--- src/rtl/gpio_irq_pkg.sv ---
package gpio_irq_pkg;
  localparam int unsigned GPIO_PORT_W      = 8;
  localparam int unsigned GPIO_NUM_PORTS   = 2;
  localparam int unsigned GPIO_SYNC_STAGES = 2;
endpackage

--- src/rtl/gpio_rst_sync.sv ---
module gpio_rst_sync #(
  parameter int unsigned STAGES = 2
) (
  input  logic clk,
  input  logic rst_n,
  output logic rst_sync_n
);
  logic [STAGES-1:0] chain_q;
  logic [STAGES-1:0] chain_d;

  always_comb begin
    chain_d = {chain_q[STAGES-2:0], 1'b1};
  end

  always_ff @(posedge clk or negedge rst_n) begin
    if (!rst_n) chain_q <= '0;
    else        chain_q <= chain_d;
  end

  assign rst_sync_n = chain_q[STAGES-1];
endmodule

--- src/rtl/gpio_sync.sv ---
module gpio_sync #(
  parameter int unsigned WIDTH  = 16,
  parameter int unsigned STAGES = 2
) (
  input  logic             clk,
  input  logic             rst_n,
  input  logic [WIDTH-1:0] d_i,
  output logic [WIDTH-1:0] q_o
);
  logic [WIDTH-1:0] stage_q [STAGES];

  always_ff @(posedge clk or negedge rst_n) begin
    if (!rst_n) stage_q[0] <= '0;
    else        stage_q[0] <= d_i;
  end

  for (genvar g = 1; g < STAGES; g++) begin : g_stage
    always_ff @(posedge clk or negedge rst_n) begin
      if (!rst_n) stage_q[g] <= '0;
      else        stage_q[g] <= stage_q[g-1];
    end
  end

  assign q_o = stage_q[STAGES-1];
endmodule

--- src/rtl/gpio_pin_track.sv ---
module gpio_pin_track (
  input  logic clk,
  input  logic rst_n,
  input  logic armed_i,
  input  logic lvl_i,
  input  logic is_in_i,
  input  logic latch_i,
  input  logic rd_i,
  output logic view_o,
  output logic pend_o,
  output logic hold_o
);
  logic ref_q, ref_d;
  logic hold_q, hold_d;
  logic cap_q, cap_d;
  logic cap_en;
  logic diff;
  logic show_cap;

  always_comb begin
    diff     = lvl_i ^ ref_q;
    show_cap = is_in_i & latch_i & hold_q;
    view_o   = show_cap ? cap_q : lvl_i;
    pend_o   = armed_i & is_in_i & (latch_i ? (hold_q | diff) : diff);
  end

  always_comb begin
    ref_d  = ref_q;
    hold_d = hold_q;
    cap_en = 1'b0;
    if (!armed_i || !is_in_i) begin
      ref_d  = lvl_i;
      hold_d = 1'b0;
    end else if (rd_i) begin
      ref_d  = view_o;
      hold_d = 1'b0;
    end else if (!latch_i) begin
      hold_d = 1'b0;
    end else if (!hold_q && diff) begin
      hold_d = 1'b1;
      cap_en = 1'b1;
    end
    cap_d = cap_en ? lvl_i : cap_q;
  end

  always_ff @(posedge clk or negedge rst_n) begin
    if (!rst_n) begin
      ref_q  <= 1'b0;
      hold_q <= 1'b0;
      cap_q  <= 1'b0;
    end else begin
      ref_q  <= ref_d;
      hold_q <= hold_d;
      cap_q  <= cap_d;
    end
  end

  assign hold_o = hold_q;
endmodule

--- src/rtl/gpio_latch_irq.sv ---
module gpio_latch_irq
  import gpio_irq_pkg::*;
#(
  parameter int unsigned PORT_W      = GPIO_PORT_W,
  parameter int unsigned NUM_PORTS   = GPIO_NUM_PORTS,
  parameter int unsigned SYNC_STAGES = GPIO_SYNC_STAGES
) (
  input  logic                          clk,
  input  logic                          rst_n,
  input  logic [PORT_W*NUM_PORTS-1:0]   pin_i,
  input  logic [PORT_W*NUM_PORTS-1:0]   dir_i,
  input  logic                          cfg_latch_we_i,
  input  logic [PORT_W*NUM_PORTS-1:0]   cfg_latch_i,
  input  logic                          cfg_mask_we_i,
  input  logic [PORT_W*NUM_PORTS-1:0]   cfg_mask_i,
  input  logic [NUM_PORTS-1:0]          rd_port_i,
  output logic [PORT_W*NUM_PORTS-1:0]   rd_data_o,
  output logic                          int_n_o
);
  localparam int unsigned PIN_N   = PORT_W * NUM_PORTS;
  localparam int unsigned ARM_CYC = SYNC_STAGES + 1;
  localparam int unsigned CNT_W   = $clog2(ARM_CYC + 1);

  logic             rst_int_n;
  logic [PIN_N-1:0] lvl_sync;
  logic [PIN_N-1:0] latch_q, latch_d;
  logic [PIN_N-1:0] mask_q, mask_d;
  logic [CNT_W-1:0] arm_cnt_q, arm_cnt_d;
  logic             armed;
  logic [PIN_N-1:0] pend;
  logic [PIN_N-1:0] hold_vec;

  gpio_rst_sync #(.STAGES(2)) u_rst_sync (
    .clk        (clk),
    .rst_n      (rst_n),
    .rst_sync_n (rst_int_n)
  );

  gpio_sync #(.WIDTH(PIN_N), .STAGES(SYNC_STAGES)) u_sync (
    .clk   (clk),
    .rst_n (rst_int_n),
    .d_i   (pin_i),
    .q_o   (lvl_sync)
  );

  always_comb begin
    armed     = (arm_cnt_q == CNT_W'(ARM_CYC));
    arm_cnt_d = armed ? arm_cnt_q : arm_cnt_q + CNT_W'(1);
    latch_d   = cfg_latch_we_i ? cfg_latch_i : latch_q;
    mask_d    = cfg_mask_we_i  ? cfg_mask_i  : mask_q;
  end

  always_ff @(posedge clk or negedge rst_int_n) begin
    if (!rst_int_n) begin
      arm_cnt_q <= '0;
      latch_q   <= '0;
      mask_q    <= '1;
    end else begin
      arm_cnt_q <= arm_cnt_d;
      latch_q   <= latch_d;
      mask_q    <= mask_d;
    end
  end

  for (genvar p = 0; p < NUM_PORTS; p++) begin : g_port
    for (genvar b = 0; b < PORT_W; b++) begin : g_bit
      localparam int unsigned IDX = p * PORT_W + b;
      gpio_pin_track u_pin (
        .clk     (clk),
        .rst_n   (rst_int_n),
        .armed_i (armed),
        .lvl_i   (lvl_sync[IDX]),
        .is_in_i (dir_i[IDX]),
        .latch_i (latch_q[IDX]),
        .rd_i    (rd_port_i[p]),
        .view_o  (rd_data_o[IDX]),
        .pend_o  (pend[IDX]),
        .hold_o  (hold_vec[IDX])
      );
    end
  end

  assign int_n_o = ~|(pend & ~mask_q);
endmodule

--- config.mk ---
export PLATFORM = sky130hd
export DESIGN_NAME = gpio_latch_irq
export DESIGN_NICKNAME = d
export VERILOG_FILES = /design/src/rtl/gpio_irq_pkg.sv /design/src/rtl/gpio_rst_sync.sv /design/src/rtl/gpio_sync.sv /design/src/rtl/gpio_pin_track.sv /design/src/rtl/gpio_latch_irq.sv
export SDC_FILE = /design/constraint.sdc
export NUM_CORES = 1
export LEC_CHECK = 0
export ABC_AREA = 1
export CORE_UTILIZATION = 40
export CTS_BUF_LIST = sky130_fd_sc_hd__clkbuf_16
export CTS_CLUSTER_SIZE = 10
export DETAILED_ROUTE_END_ITERATION = 6
export GPL_TIMING_DRIVEN = 0
export HOLD_SLACK_MARGIN = 0.02
export PLACE_DENSITY_LB_ADDON = 0.12
export SLEW_MARGIN = 10
export SYNTH_ARGS = -nofsm -noshare
export SYNTH_HDL_FRONTEND = slang
export SYNTH_SLANG_ARGS = --single-unit
--- constraint.sdc ---
create_clock -name clk -period 10.3 [get_ports clk]
set_input_delay 2.06 -clock clk [delete_from_list [all_inputs] [get_ports clk]]
set_output_delay 2.06 -clock clk [all_outputs]
set_load 0.005 [all_outputs]
==> impl_metrics.toml <==
[logic_synthesis]
synth_area_leaders = "dfrtp_1, nand2_1, dfstp_2, inv_1, nor2_1"
synth.largest_area_cell = "dfrtp_1"
synth_fp_nets = 697
yosysWarnings = 0
synth_seq_cells = 116
synth_top_area_share_pct = 46.58
ys_seq_area_share_pct = 54.40
postSynthCellCount = 626
ys_types = 28
syn_area_per_cell_um2 = 8.583
synth_area_um2 = 5373

[global_routing]
grt_pass1_wl_mm = 20.79
grt_pass1_vias = 4451
antenna_found_initial = 0
overflow = 0
grt_max_degree = 55
grt_usage_pct = 19.53

[outcome]
status = "complete, no violations"

[placement]
numPortBuffers = 85
gp_congestion = 0.8390
dpl.hpwl_mm = 8.762
dp_slack_ns = 4.538

[clock_network]
clock_latency_ns = 0.43
htreeDepth = 4
path_clk_slew_ns = 0.05
cts_setup_buffers = 0
ctsHoldBuffers = 0
cts_made_buffers = 17
root_buffer = "clkbuf_16"
cts_tree = "built"
cts_num_sinks = 116
cts_buffer_depth = 2
cts_resized = 0

[layout]
drive_above_1_share_pct = 15.17
antenna_cells = 0
synthToLayoutAreaGrowth_pct = 31.88
nets = 803

[floorplan]
initial_core_util_pct = 41.73
dieArea_um2 = 13900
core_um2 = 12880
die_x_um = 117.9
rows = 41
pin_count = 87
die_y_um = 117.9

[sta]
fin_tns_setup_ns = 0
final_max_slew_viol_count = 0
slew_headroom_pct = 46.83
finalSetupViolCount = 0
hold_viol = 0
timing.final.crit_share_pct = 55.68
worst_slack_ns = 4.565
max_freq_mhz = 174.4
fin_skew_ns = 0.005647
rsz0062_at_grt = "no"
worst_slew_pin_slew_ns = 0.7976
period_minus_slack_ns = 5.735

[setup_path]
cp-end-kind = "output port"
start_kind = "input port"
cp_max_fo = 4
r2r_cells = 10
cp_data_arrival_time_ns = 3.67
required_ns = 8.24
worstSetupPathType = "in2out"

[routing]
dr.pass1.iters = 7
drt.antenna.violating_nets = 0
wire_per_inst_um = 13.64
viasPerCell = 4.790
num_vias = 4392
drcViolationCount = 0
routed_wl_mm = 12.51
drtIter0Drc = 315

[power_and_ir_drop]
powerDensity_nw_per_um2 = 182.5
p_total_mw = 1.293
ir_drop_mv = 0.1107
p_leak_nw = 3.481

[job]
drv_cap = 0

[worst_hold_path]
hp-class = "reg2async"
## flip-flops by register name, indices dropped and copies added, names as in the netlist
signal,count
g_port.g_bit.u_pin.ref_q,16
g_port.g_bit.u_pin.hold_o,16
latch_q,16
mask_q,16
g_port.g_bit.u_pin.cap_q,16
u_rst_sync.chain_q,2
u_sync.stage_q,16
u_sync.q_o,16
arm_cnt_q,2
## path summary, 6_finish.rpt
path / endpoint / startpoint / slack [ns]
max: int_n_o / dir_i[0] / 4.57
min: u_sync.stage_q[28] / u_rst_sync.chain_q[1] / 0.23
max reg2reg: g_port[0].g_bit[1].u_pin.cap_q / arm_cnt_q[0] / 8.76
min reg2reg: u_sync.stage_q[28] / u_rst_sync.chain_q[1] / 0.23
max in group asynchronous: u_rst_sync.chain_q[1] / rst_n / 8.37
min in group clk: u_sync.q_o[12] / u_sync.stage_q[28] / 0.35
## worst max-delay path: stages
cell	delay, ns
clkdlybuf4s50_1	0.50
nand2_4	0.12
nor2_1	0.04
o21ai_0	0.07
nand2_1	0.07
nor2_1	0.08
nand2_1	0.08
nor2_1	0.13
clkdlybuf4s50_1	0.52
## cell families (layout without fill, tap and decap cells)
logic type               after synthesis  after routing  synth area share, %
XOR/XNOR                               1              1               0.1630
AO/OA/AOI/OAI                         95             95                9.199
adder cells (fa/ha/maj)                1              1               0.2328
multiplexers                          17             17                3.563
flip-flops                           116            116                54.40
AND/OR/NAND/NOR                      286            286                23.13
buffers and inverters                109            228                9.246
other                                  1              1              0.06980
## area by class of cell
type	instances	area, um2
Multi-Input combinational cell	401	1953
Clock buffer	17	425.4
Sequential cell	116	2927
Inverter	86	324.1
Buffer	23	172.7
Tap cell	172	215.2
Fill cell	1174	5791
Timing Repair Buffer	87	898.4
Clock inverter	15	170.2
## metrics by stage
stage	utilization, %	std cells	area, um2	hold slack [ns]
2_1_floorplan	-	626	5373	0.3312
3_3_place_gp	50.00	883	6439	0.3337
3_5_place_dp	50.40	885	6490	0.2441
4_1_cts	55.03	917	7086	0.2472
5_1_grt	55.03	917	7086	0.2759
6_report	55.03	917	7086	0.2321
## synthesized netlist by cell type
cell	instances
nand2_1	151
dfrtp_1	100
inv_1	78
nor2_1	69
o21ai_0	50
nand3_1	33
a21oi_1	22
mux2_2	17
buf_4	16
dfstp_2	16
o22ai_1	15
and2_1	9
nand2_4	8
o21ai_1	8
inv_2	7
nand2_2	7
nor2_2	7
buf_2	2
clkbuf_1	2
buf_1	1
buf_12	1
buf_6	1
clkinv_2	1
conb_1	1
ha_1	1
nand3b_1	1
nor3_2	1
xnor2_1	1
## per-layer routing
metal / wire length (um) / global-route usage (%) / vias up
li1: - / - / 2176
met1: 5572 / 23.44 / 2084
met2: 6058 / 32.87 / 114
met3: 670 / 5.329 / 18
met4: 206 / 8.173 / 0
met5: 0 / 0 / -
## where the power goes
part	switching [mW]	total, mW	internal [mW]	leakage (nW)
logic	0.0786	0.156	0.0773	1.80
clock network	0.204	0.600	0.396	0.295
registers	0.0294	0.537	0.508	1.39
## layout by cell type, fill, tap and decap left out, drive strengths merged
cell           count
inv               86
dfstp             16
o21ai             58
mux2              17
ha                 1
nor3               1
dfrtp            100
xnor2              1
nor2              76
o22ai             15
nand3             33
a21oi             22
clkinv            10
bufinv             4
nand3b             1
clkbuf            19
clkinvlp           1
nand2            166
clkdlybuf4s50     85
buf               23
conb               1
and2               9
Note: power is estimated with default switching activity, not from simulation.
